### config.mk
export PLATFORM = sky130hd
export DESIGN_NAME = bit_test_unit
export DESIGN_NICKNAME = d
export VERILOG_FILES = /design/src/rtl/bit_test_pkg.sv /design/src/rtl/bit_test_ctrl.sv /design/src/rtl/bit_test_dp.sv /design/src/rtl/bit_test_unit.sv
export SDC_FILE = /design/constraint.sdc
export NUM_CORES = 1
export LEC_CHECK = 0
export BUFFER_PORTS_ARGS = -buffer_cell sky130_fd_sc_hd__buf_4
export CORE_MARGIN = 2
export CORE_UTILIZATION = 44
export DETAILED_ROUTE_END_ITERATION = 10
export GPL_ROUTABILITY_DRIVEN = 0
export PLACE_DENSITY = 0.82
export SETUP_SLACK_MARGIN = 0.15
export SYNTH_ARGS = -nofsm -noshare
export SYNTH_HDL_FRONTEND = slang
export SYNTH_SLANG_ARGS = --single-unit
### constraint.sdc
create_clock -name vclk -period 1.4
set_input_delay 0.07 -clock vclk [all_inputs]
set_output_delay 0.07 -clock vclk [all_outputs]
set_load 0.05 [all_outputs]
### src/rtl/bit_test_pkg.sv
package bit_test_pkg;
  typedef enum logic [1:0] {
    OP_TEST   = 2'b00,
    OP_CHANGE = 2'b01,
    OP_SET    = 2'b10,
    OP_CLEAR  = 2'b11
  } bitOp_e;

  typedef struct packed {
    logic writeEn;
    logic flip;
    logic forceOne;
    logic forceZero;
  } bitStrobe_t;

  localparam int unsigned FLAG_W   = 5;
  localparam int unsigned Z_FLAG_POS = 2;
endpackage

### src/rtl/bit_test_ctrl.sv
module bit_test_ctrl
  import bit_test_pkg::*;
(
  input  logic [1:0] opSel,
  output bitStrobe_t strobe
);
  always_comb begin
    strobe = '0;
    unique case (bitOp_e'(opSel))
      OP_TEST:   strobe = '0;
      OP_CHANGE: begin strobe.writeEn = 1'b1; strobe.flip      = 1'b1; end
      OP_SET:    begin strobe.writeEn = 1'b1; strobe.forceOne  = 1'b1; end
      OP_CLEAR:  begin strobe.writeEn = 1'b1; strobe.forceZero = 1'b1; end
      default:   strobe = '0;
    endcase
  end
endmodule

### src/rtl/bit_test_dp.sv
module bit_test_dp
  import bit_test_pkg::*;
#(
  parameter int unsigned DATA_W = 32,
  parameter int unsigned BYTE_W = 8,
  parameter int unsigned IDX_W  = 6
) (
  input  logic [DATA_W-1:0] operandIn,
  input  logic [IDX_W-1:0]  bitNum,
  input  logic              isByte,
  input  bitStrobe_t        strobe,
  output logic [DATA_W-1:0] operandOut,
  output logic              oldBit
);
  localparam int unsigned SEL_W = $clog2(DATA_W);

  logic [SEL_W-1:0] regIdx;
  logic [SEL_W-1:0] byteIdx;
  logic [SEL_W-1:0] effIdx;

  always_comb begin
    regIdx  = SEL_W'(bitNum % IDX_W'(DATA_W));
    byteIdx = SEL_W'(bitNum % IDX_W'(BYTE_W));
    effIdx  = isByte ? byteIdx : regIdx;
    oldBit  = operandIn[effIdx];
  end

  for (genvar i = 0; i < DATA_W; i++) begin : gBit
    logic hit;
    always_comb begin
      hit = (effIdx == SEL_W'(i));
      if (!hit)
        operandOut[i] = operandIn[i];
      else if (strobe.flip)
        operandOut[i] = ~operandIn[i];
      else if (strobe.forceOne)
        operandOut[i] = 1'b1;
      else if (strobe.forceZero)
        operandOut[i] = 1'b0;
      else
        operandOut[i] = operandIn[i];
    end
  end
endmodule

### src/rtl/bit_test_unit.sv
module bit_test_unit
  import bit_test_pkg::*;
#(
  parameter int unsigned DATA_W = 32,
  parameter int unsigned BYTE_W = 8,
  parameter int unsigned IDX_W  = 6
) (
  input  logic [DATA_W-1:0] operandIn,
  input  logic [IDX_W-1:0]  bitNum,
  input  logic              isByte,
  input  logic [1:0]        opSel,
  input  logic [FLAG_W-1:0] flagsIn,
  output logic [DATA_W-1:0] operandOut,
  output logic [FLAG_W-1:0] flagsOut,
  output logic              zeroFlag,
  output logic              writeEn
);
  localparam logic [FLAG_W-1:0] Z_MASK = FLAG_W'(1) << Z_FLAG_POS;

  bitStrobe_t strobe;
  logic       oldBit;

  bit_test_ctrl uCtrl (
    .opSel  (opSel),
    .strobe (strobe)
  );

  bit_test_dp #(
    .DATA_W (DATA_W),
    .BYTE_W (BYTE_W),
    .IDX_W  (IDX_W)
  ) uDp (
    .operandIn  (operandIn),
    .bitNum     (bitNum),
    .isByte     (isByte),
    .strobe     (strobe),
    .operandOut (operandOut),
    .oldBit     (oldBit)
  );

  always_comb begin
    zeroFlag = ~oldBit;
    flagsOut = (flagsIn & ~Z_MASK) | (zeroFlag ? Z_MASK : '0);
    writeEn  = strobe.writeEn;
  end
endmodule

Word level (Yosys, flattened, before mapping)
Index checks and enable logic that the tools add are counted.
Word-level totals
  word-level logic and storage cells: 208
  register bits after elaboration: 0
  output and inout bits: 39
  input bits: 46
Cells by class
  magnitude comparators: 1
  reductions and logical operators: 3
  bitwise gates (word level): 34
  equality and inequality tests: 34
  multiplexer cells: 136
Operators by type and width (count)
  $mux W1: 132
  $eq A5 B5 Y1 const B: 16
  $eq A5 B4 Y1 const B: 8
  $not A1 Y1: 33
  $eq A5 B3 Y1 const B: 4
  $eq A5 B2 Y1 const B: 2
  $lt A5 B6 Y1 const B: 1
  $bmux W1 S5: 1
  $eq A5 B1 Y1 const B: 1
  $logic_not A5 Y1: 1
  $mux W5: 1
  $or A5 B5 Y5: 1
  $eq A2 B2 Y1 const B: 2
  $mux W3: 1
  $reduce_or A3 Y1: 1
  $eq A2 B1 Y1 const B: 1
  $logic_not A2 Y1: 1
  $pmux W1 S2: 1

Depth between registers and ports, before layout
  depth in word-level cells: 6
  depth in mapped cells: 8
  gate-level depth less buffers: 5

Modules after synthesis
Synthesis repeated with hierarchy kept, for this count alone.
Unflattened totals
  cell total of the unflattened synthesis: 150
  area total of the unflattened synthesis: 1017.2 um2
By module, submodules not included
  bit_test_dp: instances 1, area an instance 947.2 um2, seq. area each 0.0 um2, cells an instance 140
  bit_test_unit: instances 1, area an instance 41.3 um2, seq. area each 0.0 um2, cells an instance 6
  bit_test_ctrl: instances 1, area an instance 28.8 um2, seq. area each 0.0 um2, cells an instance 4

Worst setup path after synthesis
Ideal clock, no wire load.
  path type: input-to-output
  start point: input bitNum[1]
  end point: output operandOut[0]
  setup slack: -0.474 ns
  cell stages on the path: 5
  path buffers: 2
  arrival: 1.804 ns
  data required time: 1.330 ns
  cells stage by stage: buf_6 -> buf_4 -> nor3_2 -> a21oi_1 -> nor3_1
On the way
  cells in the longest elaborated chain, start to end: 3
RTL lines
  start: declaration: line bit_test_unit.sv:9  | input logic [IDX_W-1:0] bitNum,
  $mux W5: line bit_test_dp.sv:24  | effIdx = isByte ? byteIdx : regIdx;
  $logic_not A5 Y1: line bit_test_dp.sv:31  | hit = (effIdx == SEL_W'(i));
  $mux W1: line bit_test_dp.sv:32  | if (!hit)
  end: declaration: line bit_test_unit.sv:13  | output logic [DATA_W-1:0] operandOut,
No other way between the ends.

Final worst setup path
  start point: input isByte
  end point: output zeroFlag
On the way
  cells in the longest elaborated chain, start to end: 4
RTL lines
  start: declaration: line bit_test_unit.sv:10  | input logic isByte,
  $mux W5: line bit_test_dp.sv:24
  $bmux W1 S5: line bit_test_dp.sv:25  | oldBit = operandIn[effIdx];
  $mux W1 (implied by the code): line bit_test_dp.sv:25
  $not A1 Y1: line bit_test_unit.sv:42  | zeroFlag = ~oldBit;
  end: declaration: line bit_test_unit.sv:15  | output logic zeroFlag,
No other way between the ends. The select of a mux whose other input is x is not followed.

==> out/qor.csv <==
metric,value,unit
status,finished with violations,
violations,negative setup slack,
clkbuf_count,0,
crit_family,buffers and inverters,
yosysTopAreaCell,o21ai_0,
post-dp-hpwl,3786,um
min_period,1.504,ns
p_per_area,448.5,nW/um2
vias_per_cell,7.434,
multiInputGateArea,1346,um2
crit_chain,buf_6 > nor2b_4 > buf_6 > mux4_2 > o21ai_1 > nand2_1 > a21oi_4 > buf_6,
seq_area,0,um2
post-route-period-util,107.4,%
grt_pass1_vias,1868,
dieArea,3179,um2
nets,343,
critPathRequiredTime,1.33,ns
wl_per_cell,25.08,um
die_w,56.39,um
synth_cell_types,34,
coreArea,2545,um2
power,0.001071,W
start_util,47.44,%
hold_violations,0,
nFillCells,82,
worst_setup_path_start_kind,input pin,
num_vias,2416,
drtIter0Drc,311,
synthesis.nets,250,
design_area,2389,um2
io_pins,85,
avgSynthCellArea,5.919,um2
grt_max_degree,31,
grt_usage,34.93,%
synthCells,204,
synth_warnings,0,
p_leak,1.061,nW
max_stage_delay,0.31,ns
synth_top_area_share,21.97,%
io_buffers,75,
crit_type,input pin to output pin,
arrival,1.43,ns
max_freq,665.1,MHz
flops_and_latches,0,
grt_pass1_wl,9011,um
first_pass_iters,7,
setup_viol,7,
place_area,1922,um2
cap_violations,0,
rows,18,
rsz0062_at_grt,true,
hold_class,input pin to output pin,
ys_top_cells_by_area,"o21ai_0 22%, nand3_1 13%, nand2_1 12%",
drive_gt1_share,61.36,%
timing.hold.ws,0.1400,ns
post-route-util,93.85,%
dpl.cell_count,315,
drv_slew,0,
postRouteAntennaNets,0,
relSlewSlack,67.28,%
vdd_ir_drop_max,0.4699,mV
ys_top_cells_by_count,"53 x o21ai_0, 40 x nand2_1, 31 x nand3_1",
worst-slew-pin-transition,0.4857,ns
layout.cells.non_filler,325,
yosysMostFrequentCell,o21ai_0,
path_common_cell,buf_6,
ys_seq_area_share,0,%
syn_area,1207,um2
cp-end-kind,output pin,
antennaDiodeCount,0,
gr-total-overflow,0,
die_height,56.39,um
grt_antenna_before_repair,0,
area_growth,97.82,%
critPathMaxFanout,5,
drcViolationCount,0,
crit_slowest_cell,mux4_2,
critPathBufInv,3,
layout_setup_ws,-0.1036,ns
drt_wl_total,8150,um
metal layers:
metal | share of wire (%) | routed length [um] | GRT usage [%] | vias up
li1 | - | - | - | 934
met1 | 32 | 2588 | 47.76 | 1027
met2 | 42 | 3417 | 58.49 | 334
met3 | 15 | 1261 | 3.456 | 121
met4 | 11 | 882 | 9.184 | 0
met5 | 0 | 0 | 0 | -
power breakdown:
group / internal, W / switching, W / leakage (nW)
combinational: 0.000412 / 0.000659 / 1.06
sequential: 0 / 0 / 0
clock: 0 / 0 / 0
total: 0.000412 / 0.000659 / 1.06
per-stage QoR:
step,worst slack [ns],setup TNS [ns]
detailed placement,-0.08446,-0.1806
global placement,-0.07583,-0.1671
finish,-0.1036,-0.2284
CTS,-0.009644,-0.01913
floorplan,-0.1790,-0.2350
global route,-0.1130,-0.4416
final cells by class:
class / instances / area share [%]
Inverter: 1 / 0.1572
Tap cell: 30 / 1.572
Timing Repair Buffer: 110 / 41.91
Multi-Input combinational cell: 184 / 56.36
what timing repair did:
action / CTS / global route
hold buffers: 0 / 0
resized for setup: 47 / 75
cloned: 1 / 0
setup buffers: 3 / 6
setup endpoints to repair: 34 / 33
pin swaps: 5 / 19
cells by family (layout without fill, tap and decap cells):
group	Yosys count	in the layout	synth area share [%]
multiplexers	11	11	15.34
buffers and inverters	20	111	10.26
AO/OA/AOI/OAI	71	71	32.64
AND/OR/NAND/NOR	102	102	41.76
worst paths after layout:
path,endpoint,slack (ns),depth (start not counted),startpoint
setup / recovery,zeroFlag,-0.10,8,isByte
hold / removal,flagsOut[0],0.14,0,flagsIn[0]
layout by cell type, fill, tap and decap left out, types with 2 or more instances in the layout:
cell / synthesis / final
mux2i_1: 5 / 4
buf_8: 0 / 7
nand3_2: 0 / 6
nand2_4: 0 / 4
nor2_4: 2 / 2
o21ai_0: 53 / 34
mux4_2: 6 / 6
nand2b_4: 0 / 2
o21ai_2: 1 / 18
o21ai_1: 9 / 11
nand2_1: 40 / 25
buf_6: 2 / 26
and2_4: 0 / 2
nor3_4: 0 / 2
nor2b_4: 0 / 2
nand4_1: 3 / 3
nand3_1: 31 / 24
nor2_2: 2 / 2
buf_4: 8 / 75
nand2_2: 1 / 12
nor3_1: 6 / 4
and3_1: 2 / 2
buf_12: 0 / 2
(Power assumes the default switching activity.)
